<file path="config.mk">
export PLATFORM = sky130hd
export DESIGN_NAME = pwb_link
export DESIGN_NICKNAME = d
export VERILOG_FILES = /design/src/rtl/pwb_pkg.sv /design/src/rtl/pwb_sync.sv /design/src/rtl/pwb_tx.sv /design/src/rtl/pwb_rx.sv /design/src/rtl/pwb_link.sv
export SDC_FILE = /design/constraint.sdc
export NUM_CORES = 1
export LEC_CHECK = 0
export ABC_AREA = 1
export BUFFER_PORTS_ARGS = -buffer_cell sky130_fd_sc_hd__buf_4
export CAP_MARGIN = 25
export CORE_ASPECT_RATIO = 0.8
export CORE_MARGIN = 2
export CORE_UTILIZATION = 55
export DETAILED_ROUTE_END_ITERATION = 10
export GPL_TIMING_DRIVEN = 0
export PLACE_DENSITY = 0.69
export SLEW_MARGIN = 10
export SYNTH_ARGS = -nofsm -noshare
export SYNTH_HDL_FRONTEND = slang
export SYNTH_HIERARCHICAL = 1
export SYNTH_SLANG_ARGS = --single-unit
</file>
<file path="constraint.sdc">
create_clock -name clk -period 11.2 [get_ports clk]
set_input_delay 1.12 -clock clk [delete_from_list [all_inputs] [get_ports clk]]
set_output_delay 1.12 -clock clk [all_outputs]
set_load 0.01 [all_outputs]
</file>
<file path="src/rtl/pwb_pkg.sv">
// Shared types for the pulse-width bit codec.
// Assumes: nothing beyond IEEE 1800-2017 enum support.
package pwb_pkg;

    // Sender sequencing: idle, negotiation period, data bits.
    typedef enum logic [1:0] {
        TX_IDLE = 2'd0,
        TX_NEG  = 2'd1,
        TX_BIT  = 2'd2
    } tx_state_e;

    // Receiver sequencing: waiting, timing negotiation, locked on data.
    typedef enum logic [1:0] {
        RX_IDLE = 2'd0,
        RX_NEG  = 2'd1,
        RX_DATA = 2'd2
    } rx_state_e;

    // Smallest bit period (in clocks) the fraction windows resolve at.
    localparam int PWB_MIN_PERIOD = 20;

endpackage

</file>
<file path="src/rtl/pwb_sync.sv">
// Brings the asynchronous wire level into the clock domain and removes
// single-clock pulses, then reports filtered rising and falling edges.
// Assumes: SYNC_STAGES >= 2. Both edges see the same latency, so the
// width of every pulse that survives the filter is preserved.
module pwb_sync #(
    parameter int SYNC_STAGES = 2
) (
    input  logic clk,
    input  logic rst_n,
    input  logic pin_i,
    output logic rise_o,
    output logic fall_o
);
    localparam int TOP = SYNC_STAGES - 1;

    logic [SYNC_STAGES-1:0] sync_q;
    logic                   hold_q;
    logic                   level_q;
    logic                   level_d;

    // Metastability chain on the raw pin.
    always_ff @(posedge clk) begin
        if (!rst_n) sync_q <= '0;
        else        sync_q <= {sync_q[SYNC_STAGES-2:0], pin_i};
    end

    // Glitch filter: accept a new level only once two samples agree.
    always_ff @(posedge clk) begin
        if (!rst_n) begin
            hold_q  <= 1'b0;
            level_q <= 1'b0;
            level_d <= 1'b0;
        end else begin
            hold_q  <= sync_q[TOP];
            level_d <= level_q;
            if (sync_q[TOP] == hold_q) level_q <= hold_q;
        end
    end

    assign rise_o = level_q & ~level_d;
    assign fall_o = ~level_q & level_d;

endmodule

</file>
<file path="src/rtl/pwb_tx.sv">
// Sender: shifts bytes MSB first as pulse-width coded bits. A burst starts
// with one negotiation period shaped as a logic 0. A byte accepted in the
// last clock of the previous one continues the burst with no gap.
// Assumes: period_i >= 20 when a burst starts; the period is captured then.
module pwb_tx
    import pwb_pkg::*;
#(
    parameter int DATA_W = 8,
    parameter int CNT_W  = 16
) (
    input  logic              clk,
    input  logic              rst_n,
    input  logic [CNT_W-1:0]  period_i,
    input  logic [DATA_W-1:0] data_i,
    input  logic              valid_i,
    output logic              ready_o,
    output logic              drive_o
);
    localparam int               IDX_W    = (DATA_W > 1) ? $clog2(DATA_W) : 1;
    localparam int               MUL_W    = CNT_W + 4;
    localparam logic [IDX_W-1:0] LAST_IDX = IDX_W'(DATA_W - 1);

    tx_state_e         state_q;
    logic [CNT_W-1:0]  per_q;
    logic [CNT_W-1:0]  cnt_q;
    logic [DATA_W-1:0] sh_q;
    logic [IDX_W-1:0]  idx_q;
    logic [MUL_W-1:0]  hi_one;
    logic [MUL_W-1:0]  hi_zero;
    logic [MUL_W-1:0]  hi_cur;
    logic              period_end;
    logic              last_bit;
    logic              take;

    // High-time targets at 7/10 and 3/10 of the captured period.
    always_comb begin
        hi_one  = (MUL_W'(per_q) * MUL_W'(7)) / MUL_W'(10);
        hi_zero = (MUL_W'(per_q) * MUL_W'(3)) / MUL_W'(10);
        hi_cur  = (state_q == TX_BIT && sh_q[DATA_W-1]) ? hi_one : hi_zero;
    end

    assign period_end = (cnt_q == per_q - CNT_W'(1));
    assign last_bit   = (idx_q == LAST_IDX);
    assign ready_o    = (state_q == TX_IDLE) ||
                        (state_q == TX_BIT && last_bit && period_end);
    assign take       = valid_i && ready_o;
    assign drive_o    = (state_q != TX_IDLE) && (MUL_W'(cnt_q) < hi_cur);

    // Burst sequencing, period counting and MSB-first shifting.
    always_ff @(posedge clk) begin
        if (!rst_n) begin
            state_q <= TX_IDLE;
            per_q   <= '0;
            cnt_q   <= '0;
            sh_q    <= '0;
            idx_q   <= '0;
        end else begin
            unique case (state_q)
                TX_IDLE: begin
                    if (take) begin
                        per_q   <= period_i;
                        sh_q    <= data_i;
                        cnt_q   <= '0;
                        idx_q   <= '0;
                        state_q <= TX_NEG;
                    end
                end
                TX_NEG: begin
                    if (period_end) begin
                        cnt_q   <= '0;
                        state_q <= TX_BIT;
                    end else begin
                        cnt_q <= cnt_q + CNT_W'(1);
                    end
                end
                TX_BIT: begin
                    if (period_end) begin
                        cnt_q <= '0;
                        if (last_bit) begin
                            idx_q <= '0;
                            if (take) sh_q    <= data_i;
                            else      state_q <= TX_IDLE;
                        end else begin
                            sh_q  <= {sh_q[DATA_W-2:0], 1'b0};
                            idx_q <= idx_q + IDX_W'(1);
                        end
                    end else begin
                        cnt_q <= cnt_q + CNT_W'(1);
                    end
                end
                default: state_q <= TX_IDLE;
            endcase
        end
    end

endmodule

</file>
<file path="src/rtl/pwb_rx.sv">
// Receiver: measures the negotiation pulse rise to rise as the bit period T,
// then classifies each high time H at its falling edge (1 when 2H > T) and
// flags H outside [T/5, 4T/5]. No rising edge for 2T clocks ends the burst.
// Assumes: rise_i / fall_i come from a filtered, synchronized wire.
module pwb_rx
    import pwb_pkg::*;
#(
    parameter int DATA_W = 8,
    parameter int CNT_W  = 16
) (
    input  logic              clk,
    input  logic              rst_n,
    input  logic              rise_i,
    input  logic              fall_i,
    output logic [DATA_W-1:0] data_o,
    output logic              valid_o,
    output logic              err_o
);
    localparam int               TW       = CNT_W + 1;
    localparam int               EW       = CNT_W + 4;
    localparam int               IDX_W    = (DATA_W > 1) ? $clog2(DATA_W) : 1;
    localparam logic [IDX_W-1:0] LAST_IDX = IDX_W'(DATA_W - 1);

    rx_state_e         state_q;
    logic [TW-1:0]     cnt_q;
    logic [CNT_W-1:0]  tbit_q;
    logic [DATA_W-1:0] sh_q;
    logic [IDX_W-1:0]  idx_q;
    logic              bad_q;
    logic [EW-1:0]     hi_e;
    logic [EW-1:0]     tb_e;
    logic              bit_one;
    logic              too_short;
    logic              too_long;
    logic              timeout;

    // Threshold comparisons scaled by the measured period.
    always_comb begin
        hi_e      = EW'(cnt_q);
        tb_e      = EW'(tbit_q);
        bit_one   = (hi_e << 1) > tb_e;
        too_short = (hi_e * EW'(5)) < tb_e;
        too_long  = (hi_e * EW'(5)) > (tb_e << 2);
        timeout   = !rise_i && (cnt_q >= (TW'(tbit_q) << 1));
    end

    // Clocks since the last filtered rising edge, saturating.
    always_ff @(posedge clk) begin
        if (!rst_n)              cnt_q <= '0;
        else if (rise_i)         cnt_q <= TW'(1);
        else if (cnt_q != '1)    cnt_q <= cnt_q + TW'(1);
    end

    // Negotiation lock, bit assembly and byte delivery.
    always_ff @(posedge clk) begin
        if (!rst_n) begin
            state_q <= RX_IDLE;
            tbit_q  <= '0;
            sh_q    <= '0;
            idx_q   <= '0;
            bad_q   <= 1'b0;
            data_o  <= '0;
            valid_o <= 1'b0;
            err_o   <= 1'b0;
        end else begin
            valid_o <= 1'b0;
            unique case (state_q)
                RX_IDLE: begin
                    if (rise_i) state_q <= RX_NEG;
                end
                RX_NEG: begin
                    if (cnt_q[TW-1]) begin
                        state_q <= RX_IDLE;
                    end else if (rise_i) begin
                        tbit_q  <= cnt_q[CNT_W-1:0];
                        idx_q   <= '0;
                        bad_q   <= 1'b0;
                        state_q <= RX_DATA;
                    end
                end
                RX_DATA: begin
                    if (timeout) begin
                        state_q <= RX_IDLE;
                        idx_q   <= '0;
                        bad_q   <= 1'b0;
                        if (idx_q != '0) begin
                            valid_o <= 1'b1;
                            err_o   <= 1'b1;
                            data_o  <= '0;
                        end
                    end else if (fall_i) begin
                        if (idx_q == LAST_IDX) begin
                            valid_o <= 1'b1;
                            data_o  <= {sh_q[DATA_W-2:0], bit_one};
                            err_o   <= bad_q | too_short | too_long;
                            idx_q   <= '0;
                            bad_q   <= 1'b0;
                        end else begin
                            sh_q  <= {sh_q[DATA_W-2:0], bit_one};
                            idx_q <= idx_q + IDX_W'(1);
                            bad_q <= bad_q | too_short | too_long;
                        end
                    end
                end
                default: state_q <= RX_IDLE;
            endcase
        end
    end

endmodule

</file>
<file path="src/rtl/pwb_link.sv">
// Top of the pulse-width bit codec: sender, wire conditioning and receiver.
// Assumes: bit_period >= 20 at each burst start; line_in is asynchronous.
module pwb_link #(
    parameter int DATA_W      = 8,
    parameter int CNT_W       = 16,
    parameter int SYNC_STAGES = 2
) (
    input  logic              clk,
    input  logic              rst_n,
    input  logic [CNT_W-1:0]  bit_period,
    input  logic [DATA_W-1:0] tx_data,
    input  logic              tx_valid,
    output logic              tx_ready,
    output logic              line_drv,
    input  logic              line_in,
    output logic [DATA_W-1:0] rx_data,
    output logic              rx_valid,
    output logic              rx_err
);
    logic wire_rise;
    logic wire_fall;

    pwb_tx #(.DATA_W(DATA_W), .CNT_W(CNT_W)) u_tx (
        .clk      (clk),
        .rst_n    (rst_n),
        .period_i (bit_period),
        .data_i   (tx_data),
        .valid_i  (tx_valid),
        .ready_o  (tx_ready),
        .drive_o  (line_drv)
    );

    pwb_sync #(.SYNC_STAGES(SYNC_STAGES)) u_sync (
        .clk    (clk),
        .rst_n  (rst_n),
        .pin_i  (line_in),
        .rise_o (wire_rise),
        .fall_o (wire_fall)
    );

    pwb_rx #(.DATA_W(DATA_W), .CNT_W(CNT_W)) u_rx (
        .clk     (clk),
        .rst_n   (rst_n),
        .rise_i  (wire_rise),
        .fall_i  (wire_fall),
        .data_o  (rx_data),
        .valid_o (rx_valid),
        .err_o   (rx_err)
    );

endmodule

</file>
# == Yosys cells after proc, flatten, opt, wreduce, memory -nomap -nowiden ==
# Cells that the tools add are included.
# word_totals
in_bits,28
word_cells,145
ff_bits,106
rom_bits,0
output_inout_bits,12
latch_bits,0
mem_bits_rw,0
n_memories,0
# op_classes
addsub,5
bitwise_logic,10
shifts,0
mux,49
n_mul,3
eq_ne,21
n_reduce_logical,31
div,2
magnitude_cmp,5
# ops
op,n
two-way mux 8 bit,7
two-way mux 16 bit,2
one-hot mux 16 bit (2 select lines),1
two-way mux 3 bit,8
divider 18 x 4 -> 20 bit (second input constant),1
divider 19 x 4 -> 20 bit (second input constant),1
greater-than comparator 20 x 18 -> 1 bit,1
< comparator 16 x 20 -> 1 bit,1
< comparator 20 x 16 -> 1 bit,1
multiplier 17 x 3 -> 20 bit (second input constant),1
two-way mux 20 bit,1
multiplier 16 x 3 -> 19 bit (second input constant),1
greater-than comparator 18 x 16 -> 1 bit,1
multiplier 16 x 2 -> 18 bit (second input constant),1
two-way mux 2 bit,9
adder 17 x 1 -> 17 bit (second input constant),1
>= comparator 17 bit,1
inequality test 17 bit (second input constant),1
adder 16 x 1 -> 16 bit (second input constant),1
equality test 16 bit,1
one-hot mux 8 bit (2 select lines),1
subtractor 16 x 1 -> 16 bit (second input constant),1
two-way mux 1 bit,15
inequality test 2 x 1 -> 1 bit (second input constant),7
other kinds (24),60

# == Longest topological paths before layout ==
# Gate-level depths: netlist (run 1).
# logic_depth
depth_word,9
ltp_mapped,90
ltp_nobuf,90

# == By module ==
# The synthesis (run 1) kept the hierarchy.
# by_module_without_submodules
mod,seq_area_each_um2,n_inst,cells_each,area_each_um2
pwb_tx,900.9,1,1074,6814.0
pwb_rx,1121.1,1,719,4931.0
pwb_sync,100.1,1,23,167.7

# == Least setup slack after synthesis (run 1) ==
# Ideal clock, no wire load.
# synth_path
path_type,reg-to-output
start,register u_tx.per_q[2]
end,output line_drv
t_required_ns,10.080
slack_ns,2.679
arrival_ns,7.401
path_buffers,0
path_stages_with_launch,78
path_cell_list,dfxtp_1 > fa_1 > ha_1 > fa_1 > nand2_1 > nand3_2 > nand2_2 > nand2_2 > nand3_1 > nand2_1 > nand2_2 > clkinv_2 > a21oi_2 > nand3b_1 > nand3_1 > nand3_2 > nand2_2 > nand2_2 > [42 not listed] > nand2_2 > nand2_2 > nand2_4 > nand2_4 > nand2_1 > nand2_1 > ha_1 > nand2_1 > inv_1 > nand3_1 > nand3_2 > inv_1 > ha_1 > nand2_1 > nand2_1 > nand2_1 > nand2_1 > a21oi_2
# synth_between
elab_chain_len,5
word_cells_on_any_way,7
cone_classes,2 x mul; 2 x div; 1 x order compare; 1 x mux; 1 x reduce/logical
# synth_rtl
element,line,rtl
from (decl),pwb_tx.sv:24,logic [CNT_W-1:0] per_q;
from (signal assigned),pwb_tx.sv:61,per_q <= period_i;
multiplier 16 x 3 -> 19 bit or multiplier 16 x 2 -> 18 bit (tied branches),"pwb_tx.sv:37, pwb_tx.sv:38",
divider 19 x 4 -> 20 bit or divider 18 x 4 -> 20 bit (tied branches),"pwb_tx.sv:37, pwb_tx.sv:38",
two-way mux 20 bit *,pwb_tx.sv:39,hi_cur = (state_q == TX_BIT && sh_q[DATA_W-1]) ? hi_one : hi_zero;
< comparator 16 x 20 -> 1 bit *,pwb_tx.sv:47,assign drive_o = (state_q != TX_IDLE) && (MUL_W'(cnt_q) < hi_cur);
logical AND 1 bit *,pwb_tx.sv:47,
to (decl),pwb_link.sv:14,"output logic line_drv,"
# Every way passes the cells marked *; elsewhere a longest branch is shown, timed or not.

# == Worst setup path after layout (run 1) ==
# layout_path
start,register u_tx.per_q[1]
end,output line_drv
# Same word-level chain as after synthesis.

==> impl_metrics.env, run 1 <==
export IMPL_htreeDepth=3
export IMPL_grt_pass1_vias=9933
export IMPL_rsz0062_at_grt="false"
export IMPL_top_usage_layer="met1"
export IMPL_die_w_um=169
export IMPL_hold_viol=0
export IMPL_synth_avg_cell_area_um2=6.56
export IMPL_first_pass_iters=5
export IMPL_die_area_mm2=0.0229
export IMPL_timing_rr_start="u_tx/per_q[1]"
export IMPL_seq_area_frac_synth_pct=17.8
export IMPL_endpoint_kind="output pin"
export IMPL_cp_common_cell="nand2_2"
export IMPL_cts_buffers=9
export IMPL_grtUsageMet1_pct=42.2
export IMPL_synthFlopType="dfxtp_1"
export IMPL_cp_slowest_stage_delay_ps=490
export IMPL_antenna_found_initial=1
export IMPL_cap_violations=0
export IMPL_finClkSkew_ps=12.4
export IMPL_syn_to_final_growth_pct=7.74
export IMPL_drt_iter0_drc=826
export IMPL_layout_drive_gt1_share_pct=11.1
export IMPL_dieHeight_um=136
export IMPL_dpl_hpwl_mm=24.7
export IMPL_grtUsageMet2_pct=37.4
export IMPL_hold_buffers=0
export IMPL_rrSetupSlack_ps=7060
export IMPL_r2r_end="u_tx/sh_q[6]"
export IMPL_synth_cells=1816
export IMPL_vias=11391
export IMPL_async_flop_share_pct=0
export IMPL_slew_headroom_pct=57.2
export IMPL_synth_seq_cells=106
export IMPL_finalSetupViolCount=0
export IMPL_fmax_mhz=98.7
export IMPL_slew_viol_final=0
export IMPL_cp_data_required_time_ps=10080
export IMPL_postCtsSetupBuffers=0
export IMPL_port_buffers=39
export IMPL_post_drt_via_cell_ratio=5.31
export IMPL_cpMaxStageDelayCell="dfxtp_1"
export IMPL_core_mm2=0.0214
export IMPL_wl_mm=29.9
export IMPL_nets=2084
export IMPL_period_share_pct=90.5
export IMPL_min_period_ps=10140
export IMPL_drtAntennaViolNets=0
export IMPL_hold_depth=2
export IMPL_criticalPathCategory="reg2out"
export IMPL_cp_start_kind="register"
export IMPL_synth_warnings=6
export IMPL_rr_worst_depth=25
export IMPL_clock_sinks=106
export IMPL_routabilityCongestion=0.955
export IMPL_wl_per_cell_um=14.0
export IMPL_status="complete, no violations"
export IMPL_critPathMaxFanout=6
export IMPL_syn_nets=2034
export IMPL_grt_util_all_layers_pct=26.5
export IMPL_hp_class="reg2reg"
export IMPL_n_fill_cell=2115
export IMPL_arrival_ps=9020
export IMPL_placementRows=48
export IMPL_initial_utilization_pct=55.6
export IMPL_synth_edf_count=0
export IMPL_clockRootBuffer="clkbuf_16"
export IMPL_cts_clk_slew_worst_paths_ps=80
export IMPL_syn_area_mm2=0.0119
export IMPL_grt_pass1_wl_mm=49.5
export IMPL_grt_max_degree=20
export IMPL_grt_overflow=0
export IMPL_clkLatencyLatePin_ps=360
export IMPL_holdCritStartpoint="u_sync/sync_q[0]"
export IMPL_cts_tree="yes"
export IMPL_clockBufferDepth=2
export IMPL_diodes=0
export IMPL_worstMarginPinSlew_ps=642
export IMPL_whs_ps=420
export IMPL_drcViolationCount=0
export IMPL_io_pins=40
export IMPL_fin_setup_tns_ps=0
export IMPL_whs_endpoint="u_sync/sync_q[1]"
export IMPL_synth_cell_types=54
export IMPL_use_met3_pct=4.56
[per-stage QoR]
| step | instance area [um2] | worst slack, ps | cells | util [%] |
|---|---|---|---|---|
| floorplan | 11900 | 2680 | 1816 | - |
| global placement | 12500 | 1560 | 2130 | 58.5 |
| detailed placement | 12500 | 1370 | 2130 | 58.5 |
| CTS | 12800 | 967 | 2145 | 59.9 |
| global route | 12800 | 1.98 | 2145 | 59.9 |
| finish | 12800 | 1060 | 2145 | 59.9 |
[registers in the layout (all words and copies together) (netlist names), 2 cells and up]
signal and flops:
u_rx/cnt_q 17, u_rx/data_o 8, u_rx/idx_q 3, u_rx/sh_q 7, u_rx/state_q 2, u_rx/tbit_q 16, u_sync/sync_q 2, u_tx/cnt_q 16
u_tx/idx_q 3, u_tx/per_q 16, u_tx/sh_q 8, u_tx/state_q 2
[kinds of logic (layout without fill, tap and decap cells)]
| logic type | count (synthesis) | after routing | synth area share (%) |
|---|---|---|---|
| AND/OR/NAND/NOR | 873 | 873 | 33.6 |
| flip-flops | 106 | 106 | 17.8 |
| multiplexers | 7 | 7 | 0.588 |
| AO/OA/AOI/OAI | 296 | 296 | 13.8 |
| adder cells (fa/ha/maj) | 190 | 190 | 21.1 |
| XOR/XNOR | 49 | 49 | 3.60 |
| buffers and inverters | 295 | 349 | 9.46 |
[routing by layer]
metal  vias to the layer above  part of all wire, %
li1                       6044                    -
met3                        21                  7.0
met1                      5043                   53
met2                       283                   39
met5                         -                    0
met4                         0                 0.69
[how the worst max path moves through the flow]
stage / from / slack (ps) / to
6_report: u_tx/per_q[1] / 1060 / line_drv
5_1_grt: u_tx/per_q[1] / 2 / line_drv
4_1_cts: u_tx/per_q[2] / 970 / line_drv
3_5_place_dp: u_tx/per_q[2] / 1370 / line_drv
3_3_place_gp: u_tx/per_q[2] / 1560 / line_drv
2_1_floorplan: u_tx/per_q[2] / 2680 / line_drv
[placed cells by master, fill, tap and decap left out, drive strengths merged, types with 4 or more instances in the layout]
cell type	instances
nor2	121
a21o	5
mux2i	7
inv	270
nor4	5
fa	18
ha	172
o21a	6
nand3b	8
dfxtp	106
nor3b	7
o21bai	12
xor2	27
o21ai	84
xnor2	22
a21oi	166
or2	16
a31oi	5
clkinv	9
a32oi	4
nand4	20
nand2	511
clkbuf	27
buf	43
nand3	159
nor3	24
[Yosys cell counts (2+ instances only)]
cell,number,area (um2)
a31oi_1,5,31.3
nand2_2,56,350
fa_1,18,360
xor2_1,27,236
inv_1,237,890
ha_1,172,2150
o21bai_1,10,75.1
nor3b_1,6,45.0
nor2_2,3,18.8
nor2_1,117,439
a21o_1,5,37.5
and3_1,2,12.5
dfxtp_1,106,2120
nand3_2,14,140
o21ai_2,2,17.5
a31o_2,2,17.5
o21bai_2,2,22.5
o21ai_1,5,25.0
nand4_1,20,125
or2_2,15,93.8
clkinv_1,3,11.3
o211ai_1,2,15.0
xnor2_1,22,193
a2111oi_0,2,17.5
clkinv_2,4,20.0
mux2i_1,7,70.1
o2111ai_1,2,17.5
inv_2,28,105
a32oi_1,4,35.0
clkbuf_1,18,67.6
o21a_1,6,45.0
nand3b_1,8,60.1
a21oi_1,162,811
o31ai_1,2,15.0
nor4_1,5,31.3
a21oi_2,3,26.3
nand2_4,14,158
nand3_1,145,726
nand2_1,441,1660
nor3_1,24,120
o21ai_0,77,385
[layout make-up]
class	instances	area (um2)	share of cell area (%)
buffer	22	95.1	0.741
clock buffer	9	225	1.75
clock inverter	6	57.6	0.448
inverter	273	1030	8.04
multi-input combinational	1415	8660	67.5
sequential	106	2120	16.6
tap	275	344	2.68
timing repair buffer	39	293	2.28
[timing repair]
item,in CTS,in global routing
gates resized for setup,0,2
endpoints found under the setup margin,0,1
endpoints found under the hold margin,0,0
[critical path, delay by kind of cell, from the launching register on]
kind / cells / cell delay (ps)
buffers and inverters: 8 / 670
AND/OR/NAND/NOR: 61 / 5340
adder cells (fa/ha/maj): 5 / 1560
AO/OA/AOI/OAI: 3 / 530
flip-flops: 1 / 490
Power of run 1 is left out: the tool's default activity adds up to more than one toggle a clock period on the data nets, which glitch-free logic cannot reach.
==> run 2: changes to the inputs <==
BUFFER_PORTS_ARGS = unset   (was -buffer_cell sky130_fd_sc_hd__buf_4)
DONT_BUFFER_PORTS = 1   (was unset)
PLACE_DENSITY = 0.67   (was 0.69)
==> run 2 against run 1 <==
Against the previous run: core utilization shrank 1.2 points; routed wire length grew 1.9%; register-to-register slack lost 350 ps; fmax is essentially flat; sequential share of layout area grew 0.32 points; die area is the same; cell count shrank 1.8%; non-clock buffer count shrank 39; clock skew grew 1.3 ps; worst hold slack lost 2.2 ps; final area shrank 2.0%; via count grew 0.32%; critical endpoint unchanged.
==> impl_metrics.env, run 2 (synthesized netlist as in run 1, its figures left out) <==
export IMPL_slew_viol_final=0
export IMPL_antenna_found_initial=0
export IMPL_criticalPathCategory="reg2out"
export IMPL_fin_setup_tns_ps=0
export IMPL_drtAntennaViolNets=0
export IMPL_grt_overflow=0
export IMPL_grt_max_degree=23
export IMPL_cts_tree="yes"
export IMPL_whs_ps=418
export IMPL_nets=2045
export IMPL_cp_start_kind="register"
export IMPL_io_pins=40
export IMPL_clockBufferDepth=2
export IMPL_critPathMaxFanout=7
export IMPL_core_mm2=0.0214
export IMPL_final_core_utilization_pct=58.6
export IMPL_grt_pass1_wl_mm=50.1
export IMPL_finalSetupViolCount=0
export IMPL_finClkSkew_ps=13.7
export IMPL_routabilityCongestion=0.920
export IMPL_cts_clk_slew_worst_paths_ps=90
export IMPL_wl_mm=30.5
export IMPL_cp_slowest_stage_delay_ps=560
export IMPL_rsz0062_at_grt="false"
export IMPL_hp_class="reg2reg"
export IMPL_placementRows=48
export IMPL_cp_common_cell="nand2_2"
export IMPL_layout_drive_gt1_share_pct=9.12
export IMPL_first_pass_iters=5
export IMPL_initial_utilization_pct=55.6
export IMPL_top_register="u_rx/cnt_q"
export IMPL_cp_data_required_time_ps=10080
export IMPL_status="complete, no violations"
export IMPL_n_fill_cell=2104
export IMPL_postCtsSetupBuffers=0
export IMPL_port_buffers=0
export IMPL_drcViolationCount=0
export IMPL_clkLatencyLatePin_ps=370
export IMPL_largest_register_ffs=17
export IMPL_endpoint_kind="output pin"
export IMPL_layout_commonest_cell="nand2_1"
export IMPL_post_drt_via_cell_ratio=5.42
export IMPL_dieHeight_um=136
export IMPL_cpMaxStageDelayCell="dfxtp_1"
export IMPL_slew_headroom_pct=53.1
export IMPL_cts_buffers=9
export IMPL_min_period_ps=10140
export IMPL_grt_util_all_layers_pct=27.0
export IMPL_clock_sinks=106
export IMPL_dpl_hpwl_mm=24.9
export IMPL_wl_per_cell_um=14.5
export IMPL_htreeDepth=3
export IMPL_arrival_ps=9020
export IMPL_worstMarginPinSlew_ps=703
export IMPL_final_cell_mix="nand2_1, inv_1, ha_1, a21oi_1, nand3_1"
export IMPL_grt_pass1_vias=9903
export IMPL_hold_viol=0
export IMPL_vias=11427
export IMPL_cap_violations=0
export IMPL_cts_resized=0
export IMPL_die_area_mm2=0.0229
export IMPL_die_w_um=169
export IMPL_drt_iter0_drc=871
export IMPL_clockRootBuffer="clkbuf_16"
export IMPL_hold_buffers=0
export IMPL_period_share_pct=90.5
export IMPL_syn_to_final_growth_pct=5.55
export IMPL_fmax_mhz=98.6
export IMPL_diodes=0
run 2: cell count changes in the layout (fill, tap and decap cells not counted), sizes merged:
cell,before,now
buf,43,4
clkinv,9,12
inv,270,268
run 2: worst max-delay path, delay by kind of cell, from the launching register on:
kind                       cells  cell delay [ps]
DFF                            1              560
adders and majority gates      5             1600
and+or+nand+nor               58             5200
AOI/OAI and AO/OA              4              830
buffers and inverters          7              430
run 2: per-layer routing:
layer | GRT usage (%) | routed length [um] | up-vias
met1 | 43.7 | 16800 | 5171
met5 | 0 | 0 | -
met4 | 2.35 | 109 | 0
li1 | - | - | 5975
met3 | 5.08 | 2050 | 9
met2 | 37.5 | 11500 | 272
run 2: final cells by class:
cell class                 instances  area, um2  share of cell area (%)
clock inverter                     7       91.3                   0.726
sequential                       106       2120                    16.9
tap                              275        344                    2.74
inverter                         273       1030                    8.21
multi-input combinational       1415       8660                    68.9
clock buffer                       9        225                    1.79
buffer                            22       95.1                   0.756
run 2: path summary, 6_finish.rpt:
| path | end | slack [ps] | start | cells past startpoint |
|---|---|---|---|---|
| setup / recovery | line_drv | 1060 | u_tx/per_q[2] | 74 |
| hold / removal | u_sync/sync_q[1] | 420 | u_sync/sync_q[0] | 2 |
| setup reg to reg | u_tx/sh_q[5] | 6710 | u_tx/per_q[2] | 25 |
| hold reg to reg | u_sync/sync_q[1] | 420 | u_sync/sync_q[0] | 2 |
run 2: metrics by stage:
step                      cell area [um2]  worst slack, ps  cells
after floorplan                     11900             2680   1816
after global placement              12300             1690   2091
after detailed placement            12300             1470   2091
after CTS                           12600             1060   2107
after global routing                12600             52.8   2107
final                               12600             1060   2107
Power of run 2 is left out for the same reason.
